**config.mk**
```make
export PLATFORM = sky130hd
export DESIGN_NAME = soft_rst_seq
export DESIGN_NICKNAME = d
export VERILOG_FILES = /design/src/rtl/soft_rst_pkg.sv /design/src/rtl/soft_rst_gap_timer.sv /design/src/rtl/soft_rst_step_ctl.sv /design/src/rtl/soft_rst_mgmt_hold.sv /design/src/rtl/soft_rst_seq.sv
export SDC_FILE = /design/constraint.sdc
export NUM_CORES = 1
export LEC_CHECK = 0
export ABC_AREA = 1
export BUFFER_PORTS_ARGS = -buffer_cell sky130_fd_sc_hd__buf_2
export CAP_MARGIN = 20
export CORE_UTILIZATION = 50
export DETAILED_ROUTE_END_ITERATION = 8
export GPL_TIMING_DRIVEN = 0
export PLACE_DENSITY = 0.69
export SLEW_MARGIN = 30
export SYNTH_ARGS = -nofsm -noshare
export SYNTH_HDL_FRONTEND = slang
export SYNTH_HIERARCHICAL = 1
export SYNTH_SLANG_ARGS = --single-unit
```
**constraint.sdc**
```tcl
create_clock -name clk -period 5.03 [get_ports clk]
set_input_delay 1.006 -clock clk [delete_from_list [all_inputs] [get_ports clk]]
set_output_delay 1.006 -clock clk [all_outputs]
set_load 0.005 [all_outputs]
```
**src/rtl/soft_rst_pkg.sv**
```systemverilog
package soft_rst_pkg;

    localparam int unsigned NUM_STEPS = 8;
    localparam int unsigned STEP_W    = 4;

    typedef struct packed {
        logic pcs;
        logic mac;
        logic rxf;
        logic txf;
        logic rxfl;
        logic txfl;
    } rst_vec_t;

    localparam rst_vec_t RST_ALL_ON  = '1;
    localparam rst_vec_t RST_ALL_OFF = '0;

    // Apply one step of the procedure to the current control vector.
    function automatic rst_vec_t step_apply(rst_vec_t cur, logic [STEP_W-1:0] step);
        rst_vec_t nxt;
        nxt = cur;
        case (step)
            4'd1: nxt.pcs = 1'b1;
            4'd2: begin
                nxt.mac = 1'b1;
                nxt.rxf = 1'b1;
                nxt.txf = 1'b1;
            end
            4'd3: begin
                nxt.rxfl = 1'b1;
                nxt.txfl = 1'b1;
            end
            4'd4: nxt.rxfl = 1'b0;
            4'd5: nxt.rxf  = 1'b0;
            4'd6: nxt.pcs  = 1'b0;
            4'd7: begin
                nxt.mac = 1'b0;
                nxt.txf = 1'b0;
            end
            4'd8: nxt.txfl = 1'b0;
            default: nxt = cur;
        endcase
        return nxt;
    endfunction

endpackage

```
**src/rtl/soft_rst_gap_timer.sv**
```systemverilog
module soft_rst_gap_timer #(
    parameter int unsigned CNT_W = 8
) (
    input  logic             clk,
    input  logic             rst_n,
    input  logic             load_i,
    input  logic [CNT_W-1:0] len_i,
    output logic             expired_o
);

    typedef struct packed {
        logic [CNT_W-1:0] cnt;
    } tmr_t;

    tmr_t t_d, t_q;

    always_comb begin
        t_d = t_q;
        if (load_i) begin
            t_d.cnt = len_i - CNT_W'(1);
        end else if (t_q.cnt != '0) begin
            t_d.cnt = t_q.cnt - CNT_W'(1);
        end
    end

    always_ff @(posedge clk or negedge rst_n) begin
        if (!rst_n) begin
            t_q <= '0;
        end else begin
            t_q <= t_d;
        end
    end

    assign expired_o = (t_q.cnt == '0);

    // a freshly loaded interval is never reported as already elapsed
    assert_load_not_expired_R4: assert property (@(posedge clk) disable iff (!rst_n)
        (load_i && len_i > CNT_W'(1)) |=> !expired_o);

endmodule

```
**src/rtl/soft_rst_step_ctl.sv**
```systemverilog
module soft_rst_step_ctl
    import soft_rst_pkg::*;
#(
    parameter int unsigned GAP_W   = 8,
    parameter int unsigned MIN_GAP = 20
) (
    input  logic             clk,
    input  logic             rst_n,
    input  logic             start_i,
    input  logic [GAP_W-1:0] gap_i,
    input  logic             expired_i,
    output logic             load_o,
    output logic [GAP_W-1:0] load_len_o,
    output rst_vec_t         ctl_o,
    output logic             busy_o,
    output logic             done_o,
    output logic             rx_en_o
);

    localparam logic [GAP_W-1:0]  MIN_GAP_V = GAP_W'(MIN_GAP);
    localparam logic [STEP_W-1:0] LAST_STEP = STEP_W'(NUM_STEPS);

    typedef struct packed {
        logic [STEP_W-1:0] step;
        logic [GAP_W-1:0]  gap;
        rst_vec_t          ctl;
        logic              busy;
        logic              done;
        logic              rxen;
    } seq_t;

    seq_t s_d, s_q;
    logic [GAP_W-1:0] gap_eff;

    assign gap_eff = (gap_i < MIN_GAP_V) ? MIN_GAP_V : gap_i;

    always_comb begin
        s_d        = s_q;
        s_d.done   = 1'b0;
        load_o     = 1'b0;
        load_len_o = s_q.gap;
        if (!s_q.busy) begin
            if (start_i) begin
                s_d.busy   = 1'b1;
                s_d.step   = STEP_W'(1);
                s_d.gap    = gap_eff;
                s_d.ctl    = step_apply(s_q.ctl, STEP_W'(1));
                s_d.rxen   = 1'b0;
                load_o     = 1'b1;
                load_len_o = gap_eff;
            end
        end else if (expired_i) begin
            if (s_q.step == LAST_STEP) begin
                s_d.busy = 1'b0;
                s_d.step = '0;
                s_d.done = 1'b1;
                s_d.rxen = 1'b1;
            end else begin
                s_d.step = s_q.step + STEP_W'(1);
                s_d.ctl  = step_apply(s_q.ctl, s_q.step + STEP_W'(1));
                load_o   = 1'b1;
            end
        end
    end

    always_ff @(posedge clk or negedge rst_n) begin
        if (!rst_n) begin
            s_q.step <= '0;
            s_q.gap  <= MIN_GAP_V;
            s_q.ctl  <= RST_ALL_ON;
            s_q.busy <= 1'b0;
            s_q.done <= 1'b0;
            s_q.rxen <= 1'b0;
        end else begin
            s_q <= s_d;
        end
    end

    assign ctl_o   = s_q.ctl;
    assign busy_o  = s_q.busy;
    assign done_o  = s_q.done;
    assign rx_en_o = s_q.rxen;

    // reception stays off for the whole sequence
    assert_rx_off_while_busy_R7: assert property (@(posedge clk) disable iff (!rst_n)
        s_q.busy |-> !s_q.rxen);

    // controls hold steady until the interval timer reports expiry
    assert_hold_between_steps_R4: assert property (@(posedge clk) disable iff (!rst_n)
        (s_q.busy && !expired_i) |=> $stable(s_q.ctl));

    // a start during a sequence does not move the step index backwards
    assert_no_restart_R6: assert property (@(posedge clk) disable iff (!rst_n)
        (s_q.busy && start_i && !expired_i) |=> $stable(s_q.step));

    // completion leaves every control released and reception on
    assert_done_clean_R5: assert property (@(posedge clk) disable iff (!rst_n)
        s_q.done |-> (s_q.ctl == RST_ALL_OFF && s_q.rxen && !s_q.busy));

    // done is a single-cycle pulse
    assert_done_pulse_R5: assert property (@(posedge clk) disable iff (!rst_n)
        s_q.done |=> !s_q.done);

endmodule

```
**src/rtl/soft_rst_mgmt_hold.sv**
```systemverilog
module soft_rst_mgmt_hold #(
    parameter int unsigned HOLD_CYCLES = 60
) (
    input  logic clk,
    input  logic rst_n,
    input  logic mgmt_rst_i,
    output logic access_ok_o
);

    localparam int unsigned HOLD_W = $clog2(HOLD_CYCLES + 1);
    localparam logic [HOLD_W-1:0] HOLD_V = HOLD_W'(HOLD_CYCLES);

    typedef struct packed {
        logic [HOLD_W-1:0] cnt;
        logic              ok;
    } hold_t;

    hold_t h_d, h_q;

    always_comb begin
        h_d = h_q;
        if (mgmt_rst_i) begin
            h_d.cnt = HOLD_V;
            h_d.ok  = 1'b0;
        end else if (h_q.cnt > HOLD_W'(1)) begin
            h_d.cnt = h_q.cnt - HOLD_W'(1);
        end else if (h_q.cnt == HOLD_W'(1)) begin
            h_d.cnt = '0;
            h_d.ok  = 1'b1;
        end
    end

    always_ff @(posedge clk or negedge rst_n) begin
        if (!rst_n) begin
            h_q.cnt <= HOLD_V;
            h_q.ok  <= 1'b0;
        end else begin
            h_q <= h_d;
        end
    end

    assign access_ok_o = h_q.ok;

    // access is withdrawn the cycle after the management reset is seen
    assert_blocked_in_reset_R8: assert property (@(posedge clk) disable iff (!rst_n)
        mgmt_rst_i |=> !access_ok_o);

    // the grant only rises out of a released state
    assert_grant_after_release_R9: assert property (@(posedge clk) disable iff (!rst_n)
        $rose(access_ok_o) |-> !$past(mgmt_rst_i));

endmodule

```
**src/rtl/soft_rst_seq.sv**
```systemverilog
module soft_rst_seq
    import soft_rst_pkg::*;
#(
    parameter int unsigned GAP_W       = 8,
    parameter int unsigned MIN_GAP     = 20,
    parameter int unsigned HOLD_CYCLES = 60
) (
    input  logic             clk,
    input  logic             rst_n,
    input  logic             start_i,
    input  logic [GAP_W-1:0] gap_i,
    input  logic             mgmt_rst_i,
    output logic             pcs_rst_o,
    output logic             mac_rst_o,
    output logic             rxf_rst_o,
    output logic             txf_rst_o,
    output logic             rx_flush_o,
    output logic             tx_flush_o,
    output logic             rx_en_o,
    output logic             busy_o,
    output logic             done_o,
    output logic             mgmt_access_ok_o
);

    logic             tmr_load;
    logic [GAP_W-1:0] tmr_len;
    logic             tmr_expired;
    rst_vec_t         ctl;

    soft_rst_step_ctl #(
        .GAP_W   (GAP_W),
        .MIN_GAP (MIN_GAP)
    ) u_step_ctl (
        .clk        (clk),
        .rst_n      (rst_n),
        .start_i    (start_i),
        .gap_i      (gap_i),
        .expired_i  (tmr_expired),
        .load_o     (tmr_load),
        .load_len_o (tmr_len),
        .ctl_o      (ctl),
        .busy_o     (busy_o),
        .done_o     (done_o),
        .rx_en_o    (rx_en_o)
    );

    soft_rst_gap_timer #(
        .CNT_W (GAP_W)
    ) u_gap_timer (
        .clk       (clk),
        .rst_n     (rst_n),
        .load_i    (tmr_load),
        .len_i     (tmr_len),
        .expired_o (tmr_expired)
    );

    soft_rst_mgmt_hold #(
        .HOLD_CYCLES (HOLD_CYCLES)
    ) u_mgmt_hold (
        .clk         (clk),
        .rst_n       (rst_n),
        .mgmt_rst_i  (mgmt_rst_i),
        .access_ok_o (mgmt_access_ok_o)
    );

    assign pcs_rst_o  = ctl.pcs;
    assign mac_rst_o  = ctl.mac;
    assign rxf_rst_o  = ctl.rxf;
    assign txf_rst_o  = ctl.txf;
    assign rx_flush_o = ctl.rxfl;
    assign tx_flush_o = ctl.txfl;

    // an accepted start takes effect on the very next edge
    assert_start_accepted_R2: assert property (@(posedge clk) disable iff (!rst_n)
        (!busy_o && start_i) |=> (busy_o && pcs_rst_o && !rx_en_o));

endmodule

```
==> results.json <==
{
  "cts-hold-fix-buffers": 0,
  "synth_top_area_share": 0.2755,
  "gr-total-overflow": 0,
  "timing.reg2reg.worst_path_depth": 14,
  "clock-skew-final_ns": 0.007621,
  "rsz_0062_raised_after_global_routing": "no",
  "finalCritPeriodShare": 0.5358,
  "crit_arrival_ns": 2.87,
  "yosys-top-cells-area": "sky130_fd_sc_hd__dfrtp_1 (28%), sky130_fd_sc_hd__dfstp_2 (13%), sky130_fd_sc_hd__nand2_1 (12%)",
  "synth-edff-count": 0,
  "largest_net_degree_at_the_start_of_global_routing": 36,
  "detail_route.drc_violations": 0,
  "max-vdd-ir-drop_uv": 258.0,
  "timing.critical_path.from": "start_i",
  "hold_depth": 2,
  "globalRouteTotalUtil": 0.1908,
  "vias_per_cell": 4.779,
  "initial_utilization": 0.5334,
  "async_reset_ff_frac": 1.000,
  "combined_flip_flop_and_latch_cell_area_um2": 889.6,
  "ctsLongestPathBuffers": 2,
  "grt_pass1_wl_mm": 6.417,
  "die_h_um": 68.03,
  "via_count_of_the_first_global_routing_pass": 1533,
  "ys_ff_latch": 35,
  "outcome": "finished, final reports clean",
  "floorplan.rows": 23,
  "io_buffer_count": 21,
  "max_freq_mhz": 371.0,
  "slew-limit-headroom": 0.5008,
  "drive_gt1_frac": 0.2788,
  "placedCellCount": 354,
  "synth.net_count": 303,
  "postLayoutCoreUtil": 0.5943,
  "final.min_clock_period_ns": 2.695,
  "syn-cell-area_um2": 2180,
  "place.detailed.hpwl_mm": 2.861,
  "multi_input_area_um2": 1015,
  "launch_point_of_the_worst_reg_to_reg_path": "u_step_ctl/s_q[17]",
  "clock_tree.root_cell": "sky130_fd_sc_hd__clkbuf_8",
  "actual_slew_at_the_worst_max_slew_pin_ns": 0.7488,
  "max_cap_violation_count": 0,
  "grt_antenna_before_repair": 0,
  "netlist_instances": 283,
  "fin_nets": 331,
  "ioPinCount": 22,
  "clkTransAtPathRegs_ns": 0.07,
  "die_footprint_um2": 4627,
  "hold_start": "u_step_ctl/ctl_o[0]",
  "detailedRoute.firstIterationViolations": 101,
  "synth.largest_area_cell": "sky130_fd_sc_hd__dfrtp_1",
  "ys.warnings.count": 6,
  "timing.final.setup_violations": 0,
  "placeable_area_um2": 4086,
  "synthMostInstantiatedCell": "sky130_fd_sc_hd__nand2_1",
  "finalNonFillerCells": 362,
  "cts_post_setup_buffers_inserted": 0,
  "insertedDiodeCount": 0,
  "fillers": 385,
  "ys.flop_type": "sky130_fd_sc_hd__dfrtp_1",
  "synth_seq_area_share": 0.4082,
  "critical_path_start_type": "primary input",
  "cts.htree.levels": 2,
  "wl_per_cell_um": 10.35,
  "ys_top_cells_by_count": "sky130_fd_sc_hd__nand2_1 (67), sky130_fd_sc_hd__inv_1 (47), sky130_fd_sc_hd__dfrtp_1 (24)",
  "report.final.hold_viol_count": 0,
  "setup.worst_path.class": "in2reg",
  "detail_route.first_pass.iterations": 4,
  "power_density_nw_per_um2": 451.5,
  "floorplan.die.width_um": 68.03,
  "hold_path.class": "reg2reg",
  "area_growth_pct": 11.42,
  "worstPathMaxFanout": 10,
  "aggregate_routed_wire_length_mm": 3.748,
  "vias": 1730,
  "setup.worst_path.end_class": "flip-flop",
  "routabilityCongestion": 0.8576,
  "cts_inserted_buffers": 5,
  "postCtsResizedCells": 0,
  "syn_avg_cell_area_um2": 7.702,
  "fin_setup_tns_ns": 0,
  "cts_tree": "yes",
  "sinks_on_clock_net": 35,
  "number_of_pins_exceeding_their_max_slew_limit_in_the_final_report": 0,
  "worstSkewPairLatency_ns": 0.29,
  "timing.critical_path.required_ns": 5.20,
  "drtAntennaViolNets": 0,
  "yosysUniqueCellTypes": 25,
  "leakagePower_nw": 1.319
}
metal layers:
metal  GRT usage  share of wire  vias up
met2      0.3039           0.45       28
met4     0.09375          0.020        0
met1      0.2440           0.50      771
met5           0              0        -
li1            -              -      924
met3     0.04000          0.032        7
critical path, cell delays in order:
cell and delay [ns]:
sky130_fd_sc_hd__buf_2 0.09, sky130_fd_sc_hd__inv_1 0.05, sky130_fd_sc_hd__nor2_4 0.14, sky130_fd_sc_hd__inv_2 0.11, sky130_fd_sc_hd__buf_6 0.15, sky130_fd_sc_hd__nand2_1 0.12
sky130_fd_sc_hd__buf_6 0.16, sky130_fd_sc_hd__nand2_1 0.05, sky130_fd_sc_hd__o21ai_1 0.25, sky130_fd_sc_hd__inv_1 0.09, sky130_fd_sc_hd__ha_1 0.24, sky130_fd_sc_hd__inv_1 0.10
sky130_fd_sc_hd__a21oi_1 0.06, sky130_fd_sc_hd__o21ai_0 0.18, sky130_fd_sc_hd__inv_1 0.06
cells by family (layout without fill, tap and decap cells):
logic type,count (synthesis),in the layout,synth area share
AOI/OAI and AO/OA,31,31,0.07520
xor gates and xnor gates,1,1,0.004019
adders and majority gates,8,8,0.04593
buffers and inverters,63,92,0.1263
DFF,35,35,0.4082
and+or+nand+nor,145,145,0.3404
flip-flops by register name, indices dropped and copies added (netlist names):
register / cells
u_step_ctl/done_o: 1
u_step_ctl/rx_en_o: 1
u_gap_timer/t_q: 8
u_mgmt_hold/h_q: 6
u_step_ctl/busy_o: 1
u_mgmt_hold/access_ok_o: 1
u_step_ctl/ctl_o: 5
u_step_ctl/s_q: 12
final timing paths:
kind                                             to  slack [ns]
worst max-delay path             u_gap_timer/t_q[2]        2.33
worst min-delay path            u_step_ctl/ctl_o[0]        0.47
worst max register to register   u_gap_timer/t_q[2]        2.47
worst min register to register  u_step_ctl/ctl_o[0]        0.47
max in group asynchronous        u_gap_timer/t_q[3]        3.77
min in group asynchronous        u_step_ctl/s_q[20]        0.77
placed cells by master, fill, tap and decap left out:
cell type and count:
sky130_fd_sc_hd__a21oi_1 13, sky130_fd_sc_hd__buf_2 21, sky130_fd_sc_hd__buf_4 6, sky130_fd_sc_hd__buf_6 2, sky130_fd_sc_hd__clkbuf_1 2, sky130_fd_sc_hd__clkbuf_8 5, sky130_fd_sc_hd__clkinv_2 2, sky130_fd_sc_hd__dfrtp_1 24
sky130_fd_sc_hd__dfstp_2 11, sky130_fd_sc_hd__ha_1 8, sky130_fd_sc_hd__inv_1 47, sky130_fd_sc_hd__inv_2 7, sky130_fd_sc_hd__nand2_1 67, sky130_fd_sc_hd__nand2_2 11, sky130_fd_sc_hd__nand2_4 3, sky130_fd_sc_hd__nand3_1 16
sky130_fd_sc_hd__nand3_2 6, sky130_fd_sc_hd__nand3b_2 1, sky130_fd_sc_hd__nand4_1 7, sky130_fd_sc_hd__nor2_1 22, sky130_fd_sc_hd__nor2_2 5, sky130_fd_sc_hd__nor2_4 7, sky130_fd_sc_hd__o211ai_1 1, sky130_fd_sc_hd__o21ai_0 10
sky130_fd_sc_hd__o21ai_1 4, sky130_fd_sc_hd__o21bai_1 2, sky130_fd_sc_hd__o22ai_1 1, sky130_fd_sc_hd__xnor2_1 1
final cells by class:
type | instances | share of cell area
Clock buffer | 7 | 0.03143
Clock inverter | 1 | 0.002061
Timing Repair Buffer | 21 | 0.04328
Inverter | 55 | 0.08552
Sequential cell | 35 | 0.3663
Buffer | 8 | 0.02782
Tap cell | 50 | 0.02576
Multi-Input combinational cell | 185 | 0.4178
where the power goes:
part	internal, W	switching [W]	total [W]
Sequential	0.000373	0.0000533	0.000426
Clock	0.0000972	0.000101	0.000198
Combinational	0.000183	0.000289	0.000472
metrics by stage:
step	cell area (µm²)	setup WS [ns]	hold WS (ns)	power [W]
final	2429	2.335	0.4659	0.001096
after global routing	2429	2.119	0.4821	0.001194
after CTS	2429	2.338	0.4690	0.001109
after detailed placement	2347	2.051	0.4571	0.0009067
after global placement	2347	2.051	0.4516	0.0008982
after floorplan	2180	2.439	0.4428	0.0008010
No activity file was read; power rests on OpenSTA's default activity.
